**src/rtl/slot_trk_pkg.sv**
```systemverilog
package slot_trk_pkg;

    typedef enum logic [1:0] {
        AVL_OPEN = 2'b00,
        AVL_FULL = 2'b01,
        AVL_HELD = 2'b10
    } avail_t;

    typedef enum logic [1:0] {
        SL_ALL_FREE  = 2'b00,
        SL_PARTIAL   = 2'b01,
        SL_EXHAUSTED = 2'b10
    } slot_st_t;

    typedef enum logic {
        HD_OPEN = 1'b0,
        HD_HELD = 1'b1
    } hold_st_t;

    function automatic int cap_of(input int size);
        return (size > 0) ? size : 1;
    endfunction

endpackage

```
**src/rtl/slot_mode_dec.sv**
```systemverilog
module slot_mode_dec #(
    parameter int BUF_SIZE = 4
) (
    output logic buffered_o,
    output logic in_order_o,
    output logic hazard_o
);
    generate
        if (BUF_SIZE > 1) begin : g_ooo
            assign buffered_o = 1'b1;
            assign in_order_o = 1'b0;
            assign hazard_o   = 1'b0;
        end else if (BUF_SIZE == 1) begin : g_inord
            assign buffered_o = 1'b1;
            assign in_order_o = 1'b1;
            assign hazard_o   = 1'b0;
        end else if (BUF_SIZE == 0) begin : g_hazard
            assign buffered_o = 1'b0;
            assign in_order_o = 1'b0;
            assign hazard_o   = 1'b1;
        end else begin : g_unlim
            assign buffered_o = 1'b0;
            assign in_order_o = 1'b0;
            assign hazard_o   = 1'b0;
        end
    endgenerate
endmodule

```
**src/rtl/slot_counter.sv**
```systemverilog
module slot_counter
    import slot_trk_pkg::*;
#(
    parameter int BUF_SIZE = 4,
    localparam int CAP   = cap_of(BUF_SIZE),
    localparam int CNT_W = $clog2(CAP + 1)
) (
    input  logic             clk,
    input  logic             rst_n,
    input  logic             take_i,
    input  logic             give_i,
    output logic [CNT_W-1:0] free_o,
    output logic             exhausted_o,
    output logic             ovf_err_o
);
    generate
        if (BUF_SIZE > 0) begin : g_slots
            localparam logic [CNT_W-1:0] CAP_V = CNT_W'(CAP);
            localparam logic [CNT_W-1:0] ONE_V = CNT_W'(1);

            slot_st_t         st_q, st_d;
            logic [CNT_W-1:0] cnt_q, cnt_d;
            logic             err_q;
            logic             inc, dec, ovf;

            always_comb begin
                inc = give_i && !take_i && (cnt_q != CAP_V);
                dec = take_i && !give_i && (cnt_q != '0);
                ovf = give_i && !take_i && (cnt_q == CAP_V);
                cnt_d = cnt_q;
                if (inc) cnt_d = cnt_q + ONE_V;
                else if (dec) cnt_d = cnt_q - ONE_V;
            end

            always_comb begin
                st_d = st_q;
                unique case (st_q)
                    SL_ALL_FREE: begin
                        if (dec) st_d = (CAP == 1) ? SL_EXHAUSTED : SL_PARTIAL;
                    end
                    SL_PARTIAL: begin
                        if (inc && (cnt_q == CAP_V - ONE_V)) st_d = SL_ALL_FREE;
                        else if (dec && (cnt_q == ONE_V))   st_d = SL_EXHAUSTED;
                    end
                    SL_EXHAUSTED: begin
                        if (inc) st_d = (CAP == 1) ? SL_ALL_FREE : SL_PARTIAL;
                    end
                    default: st_d = SL_ALL_FREE;
                endcase
            end

            always_ff @(posedge clk or negedge rst_n) begin
                if (!rst_n) begin
                    st_q  <= SL_ALL_FREE;
                    cnt_q <= CAP_V;
                    err_q <= 1'b0;
                end else begin
                    st_q  <= st_d;
                    cnt_q <= cnt_d;
                    err_q <= ovf;
                end
            end

            assign free_o      = cnt_q;
            assign exhausted_o = (st_q == SL_EXHAUSTED);
            assign ovf_err_o   = err_q;
        end else begin : g_none
            logic unused_in;
            assign unused_in   = clk ^ rst_n ^ take_i ^ give_i;
            assign free_o      = '0;
            assign exhausted_o = 1'b0;
            assign ovf_err_o   = 1'b0;
        end
    endgenerate
endmodule

```
**src/rtl/hold_fsm.sv**
```systemverilog
module hold_fsm
    import slot_trk_pkg::*;
(
    input  logic clk,
    input  logic rst_n,
    input  logic grab_i,
    input  logic drop_i,
    output logic held_o
);
    hold_st_t st_q, st_d;

    always_comb begin
        st_d = st_q;
        unique case (st_q)
            HD_OPEN: if (grab_i && !drop_i) st_d = HD_HELD;
            HD_HELD: if (drop_i)            st_d = HD_OPEN;
            default: st_d = HD_OPEN;
        endcase
    end

    always_ff @(posedge clk or negedge rst_n) begin
        if (!rst_n) st_q <= HD_OPEN;
        else        st_q <= st_d;
    end

    assign held_o = (st_q == HD_HELD);
endmodule

```
**src/rtl/slot_tracker.sv**
```systemverilog
module slot_tracker
    import slot_trk_pkg::*;
#(
    parameter int BUF_SIZE = 4,
    localparam int CAP   = cap_of(BUF_SIZE),
    localparam int CNT_W = $clog2(CAP + 1)
) (
    input  logic             clk,
    input  logic             rst_n,
    input  logic             take_i,
    input  logic             give_i,
    input  logic             hold_set_i,
    input  logic             hold_clr_i,
    output logic [1:0]       avail_o,
    output logic [CNT_W-1:0] free_o,
    output logic             buffered_o,
    output logic             in_order_o,
    output logic             hazard_o,
    output logic             held_o,
    output logic             ovf_err_o
);
    logic exhausted;
    logic grab;
    avail_t avail;

    slot_mode_dec #(.BUF_SIZE(BUF_SIZE)) u_mode (
        .buffered_o (buffered_o),
        .in_order_o (in_order_o),
        .hazard_o   (hazard_o)
    );

    slot_counter #(.BUF_SIZE(BUF_SIZE)) u_cnt (
        .clk         (clk),
        .rst_n       (rst_n),
        .take_i      (take_i),
        .give_i      (give_i),
        .free_o      (free_o),
        .exhausted_o (exhausted),
        .ovf_err_o   (ovf_err_o)
    );

    // a dispatch-hazard resource is grabbed by the dispatch itself
    assign grab = hold_set_i || (hazard_o && take_i);

    hold_fsm u_hold (
        .clk    (clk),
        .rst_n  (rst_n),
        .grab_i (grab),
        .drop_i (hold_clr_i),
        .held_o (held_o)
    );

    always_comb begin
        unique case ({hazard_o && held_o, exhausted})
            2'b00:   avail = AVL_OPEN;
            2'b01:   avail = AVL_FULL;
            default: avail = AVL_HELD;
        endcase
    end

    assign avail_o = avail;
endmodule

```
**config.mk**
```make
export PLATFORM = sky130hd
export DESIGN_NAME = slot_tracker
export DESIGN_NICKNAME = d
export VERILOG_FILES = /design/src/rtl/slot_trk_pkg.sv /design/src/rtl/slot_mode_dec.sv /design/src/rtl/slot_counter.sv /design/src/rtl/hold_fsm.sv /design/src/rtl/slot_tracker.sv
export SDC_FILE = /design/constraint.sdc
export NUM_CORES = 1
export LEC_CHECK = 0
export BUFFER_PORTS_ARGS = -buffer_cell sky130_fd_sc_hd__buf_2
export CAP_MARGIN = 10
export CELL_PAD_IN_SITES_DETAIL_PLACEMENT = 1
export CELL_PAD_IN_SITES_GLOBAL_PLACEMENT = 2
export CORE_MARGIN = 5
export CORE_UTILIZATION = 27
export DETAILED_ROUTE_END_ITERATION = 6
export PLACE_DENSITY_LB_ADDON = 0.05
export RECOVER_POWER = 25
export SYNTH_ARGS = -nofsm -noshare
export SYNTH_HDL_FRONTEND = slang
export SYNTH_SLANG_ARGS = --single-unit
```
**constraint.sdc**
```tcl
create_clock -name clk -period 1.8 [get_ports clk]
set_clock_uncertainty 0.1 [all_clocks]
set_input_delay 0 -clock clk [delete_from_list [all_inputs] [get_ports clk]]
set_output_delay 0 -clock clk [all_outputs]
set_load 0.02 [all_outputs]
```
==> impl_metrics.yaml, run 1 <==
setup_path:
  cp-end-kind: "register"
  cp.required_ns: 1.84
  cp-start-kind: "register"
  crit_type: "register to register"
  path_max_fanout: 4
  critPathArrivalTime_ns: 1.72
synth:
  yosysWarnings: 0
  yosys_register_bits: 7
  syn_inst: 49
  syn-mean-instance-area_sq_um: 9.63
  ys_top_cells_by_area: "dfrtp_1 (32%), ha_1 (13%), buf_4 (8.0%), dfstp_2 (5.6%), nor2_1 (4.8%)"
  ys_seq_area_frac: 0.374
  yosys.area.top_type_share: 0.318
  synth_area_leader_cell: "dfrtp_1"
  synth_area_sq_um: 472
  synth_cell_types: 23
clock_tree:
  cts.htree.levels: 1
  clk_latency_ns: 0.25
  post-cts-setup-buffers: 0
  cts_made_buffers: 3
  path_clk_slew_ns: 0.06
  clockRootBuffer: "clkbuf_4"
  ctsResizeCount: 0
  cts_tree: "done"
  cts.sinks: 7
  clock_path_buffers: 2
sta:
  period_share: 0.935
  fin_crit_ns: 1.68
  grt_setup_unrepaired: "false"
  setup_tns_ns: 0
  setup_viol: 0
  clock.fmax_mhz: 594
  drv_slew: 0
  hold_viol: 0
detailed_routing:
  wl_per_cell_um: 13.5
  vias: 393
  ant_nets: 0
  drt_iter0_markers: 6
  dr.pass1.iters: 2
  drt_wl_total_um: 1120
  via_per_inst: 4.73
  drc: 0
finish:
  antenna_cells: 0
  drive_gt1_frac: 0.242
  syn_to_final_growth_pct: 25.7
  nets: 78
  fill_cells: 220
  stdcell_count: 83
  multi_input_area_sq_um: 254
  regArea_sq_um: 176
grt:
  track_usage: 0.104
  grt_pass1_vias: 450
  grt-ovfl-total: 0
  grt_pass1_wl_um: 1930
  grtUsageMet3: 0.0544
  antenna_found_initial: 0
  grt_max_degree: 8
  busiest_layer: "met2"
  gr-usage-met2: 0.184
  grt_use_met1: 0.100
power_and_ir_drop:
  p_int_mw: 0.470
  combPwrFrac: 0.485
  power_leakage_nw: 0.302
  clkPwrFrac: 0.177
  ir_worst_vdd_mv: 0.451
  p_sw_frac: 0.424
  power_mw: 0.816
  p_sw_mw: 0.346
  seq_power_share: 0.338
  cellPowerDensity_nw_per_um2: 1380
die:
  fp.dieW_um: 51.8
  rows: 15
  start_util: 0.279
  fp.dieH_um: 51.8
  die_area_sq_um: 2680
  core_sq_um: 1690
  io_pins: 16
placement:
  dp_cells: 74
  dp_hpwl_um: 882
  gp_congestion: 0.780
  port_buffers: 11
outcome:
  status: "finished, final reports clean"
min_path:
  hold_class: "input pin to async pin"
run:
  max-cap-violations: 0
critical path, stage by stage (launching register included):
cell      delay (ns)
dfrtp_1         0.41
inv_1           0.15
ha_1            0.23
nand2b_1        0.10
and2_4          0.18
a211o_1         0.25
and2_1          0.15
synth_stat cells:
library cell,number
mux2i_1,1
ha_1,5
o2bb2ai_1,1
dfrtp_1,6
nand2_1,1
a211o_1,1
nor2_1,6
and2_4,1
o21ai_1,1
a22oi_1,1
inv_1,3
buf_4,5
nand2b_1,3
a21oi_1,1
xnor2_1,2
o211ai_1,1
dfstp_2,1
a32o_1,1
nand3_1,2
and2_1,1
nor2b_1,2
nand2b_4,1
conb_1,2
placed cells by master, fill, tap and decap left out, types with 2 or more instances in the layout:
cell	n
nor2_1	6
nor2b_1	2
dlygate4sd3_1	5
inv_1	3
nand2b_1	3
conb_1	4
nand3_1	2
xnor2_1	2
dfrtp_1	6
ha_1	5
clkbuf_4	3
clkbuf_1	2
buf_2	10
per-layer routing:
layer / up-vias / routed length (um)
met5: - / 0
met4: 0 / 9
met3: 2 / 85
met2: 12 / 577
met1: 192 / 449
li1: 187 / -
cells by family after synthesis:
logic type | after synthesis | synth area share
and+or+nand+nor | 17 | 0.204
other | 2 | 0.0159
buffers and inverters | 8 | 0.103
adders and majority gates | 5 | 0.133
muxes | 1 | 0.0212
xor gates and xnor gates | 2 | 0.0371
DFF | 7 | 0.374
AOI/OAI and AO/OA | 7 | 0.111
stage by stage:
step,util,hold WS (ns),cell area [sq um],worst slack (ns)
5_1_grt,0.351,0.130,593,0.00478
3_3_place_gp,0.307,-0.253,518,0.189
2_1_floorplan,-,-0.396,479,0.139
4_1_cts,0.352,0.0156,594,0.119
6_report,0.351,0.0907,593,0.117
3_5_place_dp,0.307,-0.250,518,0.124
what timing repair did:
action                                  CTS  global route
hold endpoints to repair                  9             0
hold buffers                              5             0
endpoints found under the setup margin    0             0
sequential cells by signal, summed over array words and instances, names as in the netlist:
| signal | cells |
|---|---|
| u_cnt.free_o | 3 |
| u_cnt.ovf_err_o | 1 |
| u_cnt.g_slots.st_q | 2 |
| u_hold.held_o | 1 |
layout make-up:
type | instances | share of cell area
Multi-Input combinational cell | 36 | 0.428
Timing Repair Buffer | 16 | 0.175
Inverter | 3 | 0.0190
Sequential cell | 7 | 0.297
Clock buffer | 4 | 0.0443
Tap cell | 17 | 0.0359
final timing paths:
| path | startpoint | to | slack (ns) | cells after the start |
|---|---|---|---|---|
| worst min-delay path | rst_n | u_hold.held_o | 0.09 | 2 |
| worst min register to register | u_cnt.free_o[0] | u_cnt.free_o[0] | 0.48 | 1 |
| min in group clk | take_i | u_cnt.g_slots.st_q[1] | 0.12 | 4 |
| worst max register to register | u_cnt.free_o[1] | u_cnt.free_o[1] | 0.12 | 6 |
| max in group asynchronous | rst_n | u_cnt.free_o[2] | 1.18 | 2 |
| worst max-delay path | u_cnt.free_o[1] | u_cnt.free_o[1] | 0.12 | 6 |
power groups by stage:
stage          logic [mW]  registers [mW]  clock network [mW]
5_1_grt             0.442           0.283               0.166
3_3_place_gp        0.375           0.272                   0
2_1_floorplan       0.240           0.316                   0
6_report            0.395           0.276               0.145
3_5_place_dp        0.393           0.277                   0
4_1_cts             0.403           0.275               0.152
(Power assumes the default switching activity.)
==> run 2: changes to the inputs <==
GPL_TIMING_DRIVEN = 0   (was default)
SLEW_MARGIN = 25   (was default)
clock period = 1.65 ns   (was 1.8 ns; I/O delays follow)
==> run 2 against run 1 <==
Compared with the run above: via count down 1.0%; sequential cell count unchanged; wire length shrank 8.3%; largest power group unchanged; cell count grew 6.0%; critical endpoint unchanged; sequential power is 11% higher; clock power increased by 6%; global-route usage decreased by 0.79 points; cell area increased by 8.6%; core utilization up 3.0 points; first-iteration DRC count decreased by 100%; count of clock-buffer cells in the layout is the same; largest cell class unchanged.
==> impl_metrics.yaml, run 2 (synthesis results as in run 1) <==
clock_tree:
  path_clk_slew_ns: 0.05
  clk_latency_ns: 0.25
  cts.sinks: 7
  post-cts-setup-buffers: 0
  cts_made_buffers: 3
  cts_tree: "done"
  clockRootBuffer: "clkbuf_4"
  clock_path_buffers: 2
  cts.htree.levels: 1
sta:
  setup_tns_ns: 0
  hold_viol: 0
  fin_crit_ns: 1.54
  period_share: 0.935
  setup_viol: 0
  layout_setup_ws_ns: 0.107
  grt_setup_unrepaired: "false"
  drv_slew: 0
  finalHoldWorstSlack_ns: 0.0845
  clock.fmax_mhz: 648
min_path:
  hold_class: "input pin to async pin"
placement:
  port_buffers: 11
  dp_cells: 79
  pre_cts_ws_ns: 0.00244
  dp_hpwl_um: 830
  gp_congestion: 0.708
die:
  fp.dieH_um: 51.8
  io_pins: 16
  die_area_sq_um: 2680
  fp.dieW_um: 51.8
  core_sq_um: 1690
  rows: 15
  start_util: 0.279
power_and_ir_drop:
  ir_worst_vdd_mv: 0.497
  p_sw_mw: 0.381
  cellPowerDensity_nw_per_um2: 1440
  p_int_mw: 0.545
  clkPwrFrac: 0.167
  power_leakage_nw: 0.324
  combPwrFrac: 0.501
  p_sw_frac: 0.412
  seq_power_share: 0.332
setup_path:
  critPathArrivalTime_ns: 1.58
  cp-start-kind: "register"
  path_max_fanout: 5
  crit_type: "register to register"
  cp-end-kind: "register"
  cp.required_ns: 1.69
finish:
  drive_gt1_frac: 0.352
  stdcell_count: 88
  antenna_cells: 0
  syn_to_final_growth_pct: 36.6
  final_common_cell: "buf_2"
  utilization: 0.381
  mostFrequentLayoutCells: "buf_2 (10), nor2_1 (6), buf_4 (5), dlygate4sd3_1 (5), dfrtp_1 (5)"
  largest_reg_flops: 3
  nets: 83
detailed_routing:
  via_per_inst: 4.42
  drc: 0
  wl_per_cell_um: 11.7
  vias: 389
  drt_iter0_markers: 0
  drt_wl_total_um: 1030
  ant_nets: 0
  dr.pass1.iters: 1
grt:
  grt_max_degree: 8
  track_usage: 0.0957
  grt-ovfl-total: 0
  grt_pass1_vias: 428
  grt_pass1_wl_um: 1840
  antenna_found_initial: 0
run:
  max-cap-violations: 0
outcome:
  status: "finished, final reports clean"
## run 2: layout make-up
class,count,area (sq um)
fill,209,1040
multi-input combinational,36,267
sequential,7,178
timing repair buffer,16,104
buffer,5,37.5
clock buffer,4,26.3
tap,17,21.3
inverter,3,11.3
## run 2: power by group through the flow
stage	registers, mW	clock network, mW	logic [mW]
2_1_floorplan	0.347	0	0.262
3_3_place_gp	0.307	0	0.416
3_5_place_dp	0.307	0	0.425
4_1_cts	0.306	0.165	0.443
5_1_grt	0.320	0.177	0.520
6_report	0.307	0.154	0.464
## run 2: what timing repair did
item,4_1_cts,5_1_grt
hold buffers,5,0
resized for setup,1,3
hold endpoints to repair,9,0
endpoints found under the setup margin,1,1
## run 2: critical path: stages, from the launching register on
cell	delay, ns
dfrtp_2	0.44
inv_2	0.09
ha_4	0.15
nand2b_1	0.07
and2_4	0.18
a211o_1	0.26
and2_1	0.15
## run 2: per-layer routing
metal  up-vias  global-route usage  wire length (um)
met5         -                   0                 0
met3         0              0.0372                66
met4         0              0.0524                 0
met2        10               0.144               486
li1        197                   -                 -
met1       182               0.116               475
## run 2: path summary, 6_finish.rpt
path	startpoint	to	slack [ns]	cells past startpoint
setup / recovery	u_cnt.free_o[0]	u_cnt.free_o[1]	0.11	6
hold / removal	rst_n	u_hold.held_o	0.08	2
setup reg to reg	u_cnt.free_o[0]	u_cnt.free_o[1]	0.11	6
hold reg to reg	u_cnt.free_o[0]	u_cnt.free_o[0]	0.43	1
max in group asynchronous	rst_n	u_cnt.free_o[2]	1.05	2
min in group clk	take_i	u_cnt.free_o[2]	0.11	4
## run 2: metrics by stage
| step | power [mW] | cell area, sq um |
|---|---|---|
| floorplan | 0.609 | 480 |
| global placement | 0.724 | 557 |
| detailed placement | 0.731 | 557 |
| CTS | 0.914 | 636 |
| global route | 1.02 | 644 |
| finish | 0.925 | 644 |
==> run 3: changes to the inputs <==
PLACE_DENSITY = 0.75   (was default)
PLACE_DENSITY_LB_ADDON = default   (was 0.05)
==> run 3 against run 2 <==
Compared with the run above: worst hold slack worse by 0.0035 ns; clock power rose by 3%; worst setup slack got worse by 0.040 ns; combinational power grew 4%; global-route usage fell by 0.67 points; maximum frequency is 2.5% lower; wire length increased by 1.3%; highest routed layer is now met4.
==> impl_metrics.yaml, run 3 (synthesis results as in run 1) <==
clock_tree:
  clock_path_buffers: 2
  cts_tree: "done"
  cts.htree.levels: 1
  path_clk_slew_ns: 0.05
  cts.sinks: 7
  cts_made_buffers: 3
  clk_latency_ns: 0.25
  clockRootBuffer: "clkbuf_4"
setup_path:
  path_max_fanout: 5
  cp.required_ns: 1.69
  cp-end-kind: "register"
  cpPeakStageDelay_ns: 0.44
  critPathArrivalTime_ns: 1.63
  cp_cell_sequence: "inv_1 -> ha_4 -> nand2b_1 -> and2_4 -> a211o_1 -> and2_1"
  cp-start-kind: "register"
  crit_slowest_cell: "dfrtp_2"
  crit_type: "register to register"
detailed_routing:
  drt_wl_total_um: 1040
  wl_per_cell_um: 11.7
  drt_iter0_markers: 6
  via_per_inst: 4.53
  drc: 0
  vias: 403
  dr.pass1.iters: 3
  ant_nets: 0
sta:
  fin_crit_ns: 1.58
  drv_slew: 0
  grt_setup_unrepaired: "false"
  period_share: 0.959
  clock.fmax_mhz: 632
  layout_setup_ws_ns: 0.0670
  setup_viol: 0
  hold_viol: 0
finish:
  nets: 84
  mostFrequentLayoutCells: "buf_2 (10), nor2_1 (6), buf_4 (6), dlygate4sd3_1 (5), dfrtp_1 (5)"
  drive_gt1_frac: 0.347
  utilization: 0.386
  antenna_cells: 0
  final_common_cell: "buf_2"
  syn_to_final_growth_pct: 38.2
  largest_reg_flops: 3
  design_area_sq_um: 652
  stdcell_count: 89
die:
  fp.dieW_um: 51.8
  fp.dieH_um: 51.8
  rows: 15
  io_pins: 16
  start_util: 0.279
  die_area_sq_um: 2680
  core_sq_um: 1690
grt:
  grt_pass1_wl_um: 1700
  grt-ovfl-total: 0
  track_usage: 0.0890
  antenna_found_initial: 0
  grt_pass1_vias: 418
  grt_max_degree: 8
placement:
  dp_cells: 79
  gp_congestion: 0.744
  port_buffers: 11
  dp_hpwl_um: 786
  pre_cts_ws_ns: -0.000581
  place_area_sq_um: 557
power_and_ir_drop:
  power_leakage_nw: 0.330
  power_mw: 0.938
  cellPowerDensity_nw_per_um2: 1440
  ir_worst_vdd_mv: 0.503
run:
  max-cap-violations: 0
min_path:
  hold_class: "input pin to async pin"
outcome:
  status: "finished, final reports clean"
run 3: cell types whose count changed in the layout (fill, tap and decap cells not counted), sizes merged:
cell	change
buf	+1
run 3: cell type report:
cell class	count	area, sq um
clock buffers	4	26.3
flip-flops and latches	7	178
well taps	17	21.3
multi-input cells	36	267
plain buffers	5	37.5
inverters	3	11.3
repair buffers	17	111
fillers	210	1040
run 3: worst max-delay path, delay by kind of cell, from the launching register on:
kind | cells | cell delay [ns]
AO/OA/AOI/OAI | 1 | 0.25
AND/OR/NAND/NOR | 3 | 0.40
flip-flops | 1 | 0.44
buffers and inverters | 1 | 0.13
adder cells (fa/ha/maj) | 1 | 0.16
run 3: timing repair:
action / 4_1_cts / 5_1_grt
setup buffers: 0 / 1
hold buffers: 5 / 0
hold endpoints to repair: 10 / 0
setup endpoints to repair: 1 / 1
pin swaps: 0 / 1
resized for setup: 1 / 2
run 3: power breakdown:
group / internal, mW / switching [mW]
combinational: 0.221 / 0.261
clock: 0.0924 / 0.0653
sequential: 0.242 / 0.0567
run 3: through the flow:
stage / TNS (ns) / hold WS [ns]
finish: 0 / 0.0810
CTS: 0 / 0.0234
detailed placement: -0.000581 / -0.252
global placement: 0 / -0.251
floorplan: 0 / -0.396
global route: 0 / 0.120
run 3: final timing paths:
check,from,to,slack (ns),depth (start not counted)
max in group asynchronous,rst_n,u_cnt.free_o[2],1.06,2
max reg2reg,u_cnt.free_o[0],u_cnt.free_o[1],0.07,6
min,rst_n,u_cnt.ovf_err_o,0.08,2
min in group clk,take_i,u_cnt.g_slots.st_q[1],0.10,4
min reg2reg,u_cnt.free_o[0],u_cnt.free_o[0],0.42,1
max,u_cnt.free_o[0],u_cnt.free_o[1],0.07,6
run 3: routing by layer:
layer | wire length (um) | part of all wire | track usage | up-vias
met1 | 425 | 0.41 | 0.105 | 188
met2 | 496 | 0.48 | 0.140 | 13
met3 | 63 | 0.061 | 0.0201 | 5
met4 | 56 | 0.054 | 0.0655 | 0
met5 | 0 | 0 | 0 | -
li1 | - | - | - | 197
